**src/rtl/prio_pkg.sv**
```systemverilog
package prio_pkg;
  localparam int PRIO_W = 3;
  localparam int LVL_W  = 4;
  localparam logic [LVL_W-1:0] LVL_RST  = 4'd0;
  localparam logic [LVL_W-1:0] LVL_HF   = 4'd1;
  localparam logic [LVL_W-1:0] LVL_BASE = 4'd2;
  localparam logic [LVL_W-1:0] LVL_IDLE = 4'd15;

  typedef struct packed {
    logic retire;
    logic takeIrq;
    logic takeHf;
  } ctlStrobe_t;
endpackage

```
**src/rtl/prio_dp.sv**
```systemverilog
module prio_dp
  import prio_pkg::*;
#(
  parameter int N  = 8,
  parameter int IW = $clog2(N),
  parameter int EW = $clog2(N + 2)
) (
  input  logic              clk,
  input  logic              rstN,
  input  logic [N-1:0]      irqReq,
  input  logic              enSetWe,
  input  logic              enClrWe,
  input  logic [N-1:0]      enWrData,
  input  logic              prioWe,
  input  logic [IW-1:0]     prioIdx,
  input  logic [PRIO_W-1:0] prioWrData,
  input  logic              grpWe,
  input  logic [1:0]        grpWrData,
  input  ctlStrobe_t        strobe,
  output logic [N-1:0]      enRdData,
  output logic              bestValid,
  output logic [IW-1:0]     bestIdx,
  output logic [LVL_W-1:0]  bestLevel,
  output logic [LVL_W-1:0]  levelAfter,
  output logic              hfAfter,
  output logic              anyActive,
  output logic [EW-1:0]     runId,
  output logic [LVL_W-1:0]  runLevel
);
  logic [N-1:0]      enQ, actQ, actAfter, cand;
  logic [PRIO_W-1:0] prioQ [N];
  logic [1:0]        subQ;
  logic              rstActQ, hfActQ, rstAfter;
  logic [PRIO_W-1:0] grpMask;
  logic [LVL_W-1:0]  lvlOf [N];
  logic              runIrqValid;
  logic [IW-1:0]     runIrqIdx;
  logic [LVL_W-1:0]  runIrqLvl, minAfter;
  logic [LVL_W-1:0]  bestKey;
  logic              retireIrq;

  assign grpMask = {PRIO_W{1'b1}} << subQ;

  for (genvar g = 0; g < N; g++) begin : g_lvl
    assign lvlOf[g] = LVL_BASE + LVL_W'(prioQ[g] & grpMask);
  end

  // running programmable exception: most urgent active line
  always_comb begin
    runIrqValid = 1'b0;
    runIrqIdx   = '0;
    runIrqLvl   = LVL_IDLE;
    for (int i = 0; i < N; i++) begin
      if (actQ[i] && lvlOf[i] < runIrqLvl) begin
        runIrqValid = 1'b1;
        runIrqIdx   = IW'(i);
        runIrqLvl   = lvlOf[i];
      end
    end
  end

  assign anyActive = rstActQ | hfActQ | runIrqValid;
  assign runId     = rstActQ ? EW'(0) : hfActQ ? EW'(1)
                   : runIrqValid ? EW'(runIrqIdx) + EW'(2) : EW'(0);
  assign runLevel  = rstActQ ? LVL_RST : hfActQ ? LVL_HF : runIrqLvl;

  // active set after the optional retire of the running exception
  assign retireIrq = strobe.retire & ~rstActQ & ~hfActQ;
  assign rstAfter  = rstActQ & ~strobe.retire;
  assign hfAfter   = hfActQ & ~(strobe.retire & ~rstActQ);
  assign actAfter  = actQ & ~(retireIrq ? (N'(1) << runIrqIdx) : '0);

  always_comb begin
    minAfter = LVL_IDLE;
    for (int i = 0; i < N; i++) begin
      if (actAfter[i] && lvlOf[i] < minAfter) minAfter = lvlOf[i];
    end
  end

  assign levelAfter = rstAfter ? LVL_RST : hfAfter ? LVL_HF : minAfter;

  // best eligible request: full priority, then lower index
  assign cand = irqReq & enQ & ~actAfter;

  always_comb begin
    bestValid = 1'b0;
    bestIdx   = '0;
    bestKey   = 4'd8;
    for (int i = 0; i < N; i++) begin
      if (cand[i] && {1'b0, prioQ[i]} < bestKey) begin
        bestValid = 1'b1;
        bestIdx   = IW'(i);
        bestKey   = {1'b0, prioQ[i]};
      end
    end
  end

  assign bestLevel = lvlOf[bestIdx];
  assign enRdData  = enQ;

  always_ff @(posedge clk) begin
    if (!rstN) begin
      enQ     <= '0;
      actQ    <= '0;
      subQ    <= '0;
      rstActQ <= 1'b1;
      hfActQ  <= 1'b0;
      for (int i = 0; i < N; i++) prioQ[i] <= '0;
    end else begin
      enQ <= (enQ | (enSetWe ? enWrData : '0)) & ~(enClrWe ? enWrData : '0);
      if (prioWe) prioQ[prioIdx] <= prioWrData;
      if (grpWe) subQ <= grpWrData;
      rstActQ <= rstAfter;
      hfActQ  <= hfAfter | strobe.takeHf;
      actQ    <= actAfter | (strobe.takeIrq ? (N'(1) << bestIdx) : '0);
    end
  end
endmodule

```
**src/rtl/prio_ctl.sv**
```systemverilog
module prio_ctl
  import prio_pkg::*;
#(
  parameter int N  = 8,
  parameter int IW = $clog2(N),
  parameter int EW = $clog2(N + 2)
) (
  input  logic             clk,
  input  logic             rstN,
  input  logic             handlerDone,
  input  logic             hardFaultReq,
  input  logic             bestValid,
  input  logic [IW-1:0]    bestIdx,
  input  logic [LVL_W-1:0] bestLevel,
  input  logic [LVL_W-1:0] levelAfter,
  input  logic             hfAfter,
  input  logic             anyActive,
  output ctlStrobe_t       strobe,
  output logic             takeValid,
  output logic [EW-1:0]    takeId,
  output logic             tailChain,
  output logic             preempt
);
  logic take;

  always_comb begin
    strobe.retire  = handlerDone & anyActive;
    strobe.takeHf  = hardFaultReq & ~hfAfter & (levelAfter > LVL_HF);
    strobe.takeIrq = ~strobe.takeHf & bestValid & (bestLevel < levelAfter);
  end

  assign take = strobe.takeHf | strobe.takeIrq;

  always_ff @(posedge clk) begin
    if (!rstN) begin
      takeValid <= 1'b0;
      takeId    <= '0;
      tailChain <= 1'b0;
      preempt   <= 1'b0;
    end else begin
      takeValid <= take;
      takeId    <= strobe.takeHf ? EW'(1) : EW'(bestIdx) + EW'(2);
      tailChain <= take & strobe.retire;
      preempt   <= take & ~strobe.retire & anyActive;
    end
  end
endmodule

```
**src/rtl/prio_ctrl.sv**
```systemverilog
module prio_ctrl
  import prio_pkg::*;
#(
  parameter int N  = 8,
  parameter int IW = $clog2(N),
  parameter int EW = $clog2(N + 2)
) (
  input  logic              clk,
  input  logic              rstN,
  input  logic [N-1:0]      irqReq,
  input  logic              hardFaultReq,
  input  logic              handlerDone,
  input  logic              enSetWe,
  input  logic              enClrWe,
  input  logic [N-1:0]      enWrData,
  output logic [N-1:0]      enRdData,
  input  logic              prioWe,
  input  logic [IW-1:0]     prioIdx,
  input  logic [PRIO_W-1:0] prioWrData,
  input  logic              grpWe,
  input  logic [1:0]        grpWrData,
  output logic              takeValid,
  output logic [EW-1:0]     takeId,
  output logic              tailChain,
  output logic              preempt,
  output logic              actValid,
  output logic [EW-1:0]     actId,
  output logic [LVL_W-1:0]  actLevel
);
  ctlStrobe_t       strobe;
  logic             bestValid, hfAfter;
  logic [IW-1:0]    bestIdx;
  logic [LVL_W-1:0] bestLevel, levelAfter;

  prio_dp #(.N(N), .IW(IW), .EW(EW)) i_dp (
    .clk(clk), .rstN(rstN), .irqReq(irqReq),
    .enSetWe(enSetWe), .enClrWe(enClrWe), .enWrData(enWrData),
    .prioWe(prioWe), .prioIdx(prioIdx), .prioWrData(prioWrData),
    .grpWe(grpWe), .grpWrData(grpWrData), .strobe(strobe),
    .enRdData(enRdData), .bestValid(bestValid), .bestIdx(bestIdx),
    .bestLevel(bestLevel), .levelAfter(levelAfter), .hfAfter(hfAfter),
    .anyActive(actValid), .runId(actId), .runLevel(actLevel)
  );

  prio_ctl #(.N(N), .IW(IW), .EW(EW)) i_ctl (
    .clk(clk), .rstN(rstN), .handlerDone(handlerDone),
    .hardFaultReq(hardFaultReq), .bestValid(bestValid), .bestIdx(bestIdx),
    .bestLevel(bestLevel), .levelAfter(levelAfter), .hfAfter(hfAfter),
    .anyActive(actValid), .strobe(strobe), .takeValid(takeValid),
    .takeId(takeId), .tailChain(tailChain), .preempt(preempt)
  );
endmodule

```
**config.mk**
```make
export PLATFORM = sky130hd
export DESIGN_NAME = prio_ctrl
export DESIGN_NICKNAME = d
export VERILOG_FILES = /design/src/rtl/prio_pkg.sv /design/src/rtl/prio_dp.sv /design/src/rtl/prio_ctl.sv /design/src/rtl/prio_ctrl.sv
export SDC_FILE = /design/constraint.sdc
export NUM_CORES = 1
export LEC_CHECK = 0
export ABC_AREA = 1
export BUFFER_PORTS_ARGS = -buffer_cell sky130_fd_sc_hd__buf_2
export CAP_MARGIN = 20
export CORE_UTILIZATION = 40
export DETAILED_ROUTE_END_ITERATION = 16
export GPL_ROUTABILITY_DRIVEN = 0
export PLACE_DENSITY = 0.68
export SYNTH_ARGS = -nofsm -noshare
export SYNTH_HDL_FRONTEND = slang
export SYNTH_SLANG_ARGS = --single-unit
```
**constraint.sdc**
```tcl
create_clock -name clk -period 17.5 [get_ports clk]
set_input_delay 3.5 -clock clk [delete_from_list [all_inputs] [get_ports clk]]
set_output_delay 3.5 -clock clk [all_outputs]
set_load 0.01 [all_outputs]
```
==> out/results.ini <==
[worst_setup_path]
critical-path-top-delay-family=simple AND/OR/NAND/NOR gates
crit_path_frequent_cell=nand2_1
cp_max_fo=17
start_kind=register
critical_path_buf_inv_count=9
rrSetupSlack_ns=1.74
timing.rr.end=i_ctl.preempt
cpMaxStageDelayCell=dfxtp_1
crit_required_ns=17.74
path_class=reg -> reg
reg2regPathDepth=108
critPathArrivalTime_ns=16.00
rr_startpoint=i_dp.subQ[1]
slowest_delay_ns=0.46
cp-end-kind=register

[timing]
setup_viol=0
setup_tns_ns=0
fmax_mhz=63.4
finalCriticalPeriod_ns=15.76
fin_worst_skew_ns=0.00815
fin_ws_ns=1.74
fin_hold_ws_ns=0.526
hold_viol_final=0
slew_violations=0
slew_headroom_pct=38.0
post-route-period-util_pct=90.1
tightest_slew_ns=0.922
rsz0062_at_grt=false

[synth]
synth_nets=1000
ys_seq_elements=51
avgSynthCellArea_um2=6.20
netlist-cell-type-count=42
syn_area_um2=5690
yosysWarnings=0
yosysSeqAreaShare_pct=22.2
postSynthCellCount=917

[route]
vias=5929
viasPerCell=5.14
routed_wl_mm=15.6
drc_errors=0
wl_per_cell_um=13.5
firstDrtPassIters=5
postRouteAntennaNets=0
dr.first_iter.drc_count=357

[place]
port_buffers=55
dpl_cell_area_um2=6160
dp_hpwl_mm=13.0
place_ws_ns=1.03

[floorplanning]
dieArea_um2=14700
die_y_um=121
core_area_um2=13900
die_w_um=121
start_util_pct=41.0
ioPinCount=56
fp-row-count=43

[cts]
ctsHoldBuffers=0
cts_setup_buffers=0
cts_sinks=51
clk_latency_ns=0.30
cts-root-buf=clkbuf_16
cts_buffers=5
cts_tree=built
cts.clk_slew.worst_paths_ns=0.07
cts_buffer_depth=2
ctsHtreeMaxLevel=2
post_cts_resized=0

[min_path]
hp-class=reg -> reg
min-delay-start=i_dp.enRdData[5]
hold_path_depth=2
hold_end=i_dp.enRdData[5]

[power_and_ir_drop]
clkPwrFrac_pct=20.8
leakage_uw=0.00347
combinationalPowerShare_pct=49.7
power_frac_seq_pct=29.5
max-vdd-ir-drop_v=0.0000512
intPower_uw=267
total_power_uw=472
power_density_nw_per_um2=74.8
p_switching_uw=205
swShare_pct=43.5

[final_layout]
antennaDiodeCount=0
n_fill_cell=1518
layout.nets=1056
area_growth_pct=11.0
final_cell_area_um2=6320
drive_gt1_share_pct=16.2

[global_route]
grt_pass1_wl_mm=25.9
grt_use_total_pct=22.2
grt_max_degree=19
grt-ovfl-total=0
grt_antenna_before_repair=0
grt_pass1_vias=5491

[run]
maxCapViolCount=0

[status]
status=finished, final reports clean

==> how the worst max path moves through the flow <==
stage / startpoint / endpoint / slack [ns] / cells past startpoint
2_1_floorplan: i_dp.subQ[1] / i_ctl.preempt / 3.66 / 105
3_3_place_gp: i_dp.subQ[1] / i_ctl.preempt / 1.32 / 105
3_5_place_dp: i_dp.subQ[1] / i_ctl.preempt / 1.03 / 105
4_1_cts: i_dp.subQ[1] / i_ctl.preempt / 0.88 / 105
5_1_grt: i_dp.subQ[1] / i_ctl.tailChain / 0.08 / 107
6_report: i_dp.subQ[1] / i_ctl.preempt / 1.74 / 108
==> worst min-delay path, cell delays in order (launching register included) <==
cell      delay [ns]
dfxtp_1         0.33
a21oi_1         0.11
a211oi_1        0.05
==> cell families (layout without fill, tap and decap cells) <==
| family | count (synthesis) | count (layout) | synth area share [%] |
|---|---|---|---|
| AOI/OAI and AO/OA | 116 | 116 | 11.9 |
| adders and majority gates | 51 | 51 | 11.2 |
| buffers and inverters | 156 | 213 | 10.4 |
| DFF | 51 | 51 | 22.2 |
| and+or+nand+nor | 543 | 543 | 44.3 |
==> power groups by stage <==
| stage | Clock, uW | Sequential (uW) | Combinational, uW |
|---|---|---|---|
| floorplan | 0 | 142 | 177 |
| global placement | 0 | 142 | 229 |
| detailed placement | 0 | 142 | 231 |
| CTS | 98.9 | 139 | 233 |
| global route | 103 | 140 | 269 |
| finish | 98.3 | 139 | 235 |
==> layer usage <==
layer / global-route usage (%) / wire, um
met1: 30.4 / 7350
met2: 36.9 / 7050
met3: 2.21 / 918
met4: 5.94 / 268
met5: 0 / 0
==> cell type report <==
cell class / count / area, um^2 / area share (%)
Clock buffer: 5 / 125 / 1.98
Timing Repair Buffer: 55 / 275 / 4.36
Tap cell: 180 / 225 / 3.57
Sequential cell: 51 / 1260 / 20.0
Multi-Input combinational cell: 710 / 3850 / 60.9
Inverter: 150 / 566 / 8.95
Clock inverter: 3 / 17.5 / 0.277
==> through the flow <==
step                utilization, %  std cells
floorplan                        -        917
global placement              44.4       1146
detailed placement            44.4       1146
CTS                           45.4       1154
global route                  45.5       1154
finish                        45.5       1154
==> sequential cells by signal, indices dropped and copies added (netlist names) <==
| name | cells |
|---|---|
| i_dp.prioQ | 24 |
| i_dp.actQ | 8 |
| i_dp.enRdData | 8 |
| i_ctl.takeId | 4 |
| i_dp.subQ | 2 |
| i_ctl.preempt | 1 |
| i_ctl.tailChain | 1 |
| i_ctl.takeValid | 1 |
| i_dp.hfActQ | 1 |
| i_dp.rstActQ | 1 |
==> cells in the final DEF (no fill, tap or decap), types with 4 or more instances in the layout <==
master     count
nand2_1      262
nand4_1        9
clkinv_1       4
o21ai_0       36
buf_2         55
inv_1        132
inv_2         14
dfxtp_1       27
nor2_1       101
nand3_2       10
o211ai_1       4
ha_1          51
nor2_2         9
edfxtp_1      24
clkbuf_16      5
o22ai_1        5
a211oi_1      10
nand2_2       34
nand2_4       14
a21oi_1       30
nand3_1       90
o21ai_1       13
==> synth_stat cells (all sizes together) <==
| cell type | n | area share, % |
|---|---|---|
| nor2 | 112 | 8.0 |
| a21boi | 1 | 0.13 |
| o221ai | 1 | 0.15 |
| o32ai | 2 | 0.31 |
| dfxtp | 27 | 9.5 |
| a211oi | 10 | 1.3 |
| and2 | 1 | 0.13 |
| ha | 51 | 11 |
| and3 | 2 | 0.24 |
| a22oi | 1 | 0.13 |
| edfxtp | 24 | 13 |
| clkbuf | 4 | 0.26 |
| o2111ai | 2 | 0.31 |
| o31ai | 2 | 0.26 |
| nand4 | 10 | 1.2 |
| o21a | 1 | 0.13 |
| a31oi | 3 | 0.33 |
| buf | 2 | 0.18 |
| o21ai | 52 | 4.8 |
| nor3 | 3 | 0.26 |
| nand2 | 310 | 24 |
| nor3b | 1 | 0.22 |
| a21oi | 32 | 2.9 |
| inv | 147 | 9.7 |
| o211ai | 4 | 0.53 |
| o22ai | 5 | 0.55 |
| nor4 | 2 | 0.22 |
| clkinv | 3 | 0.20 |
| nand3 | 102 | 10 |
No activity file was read; power rests on OpenSTA's default activity.
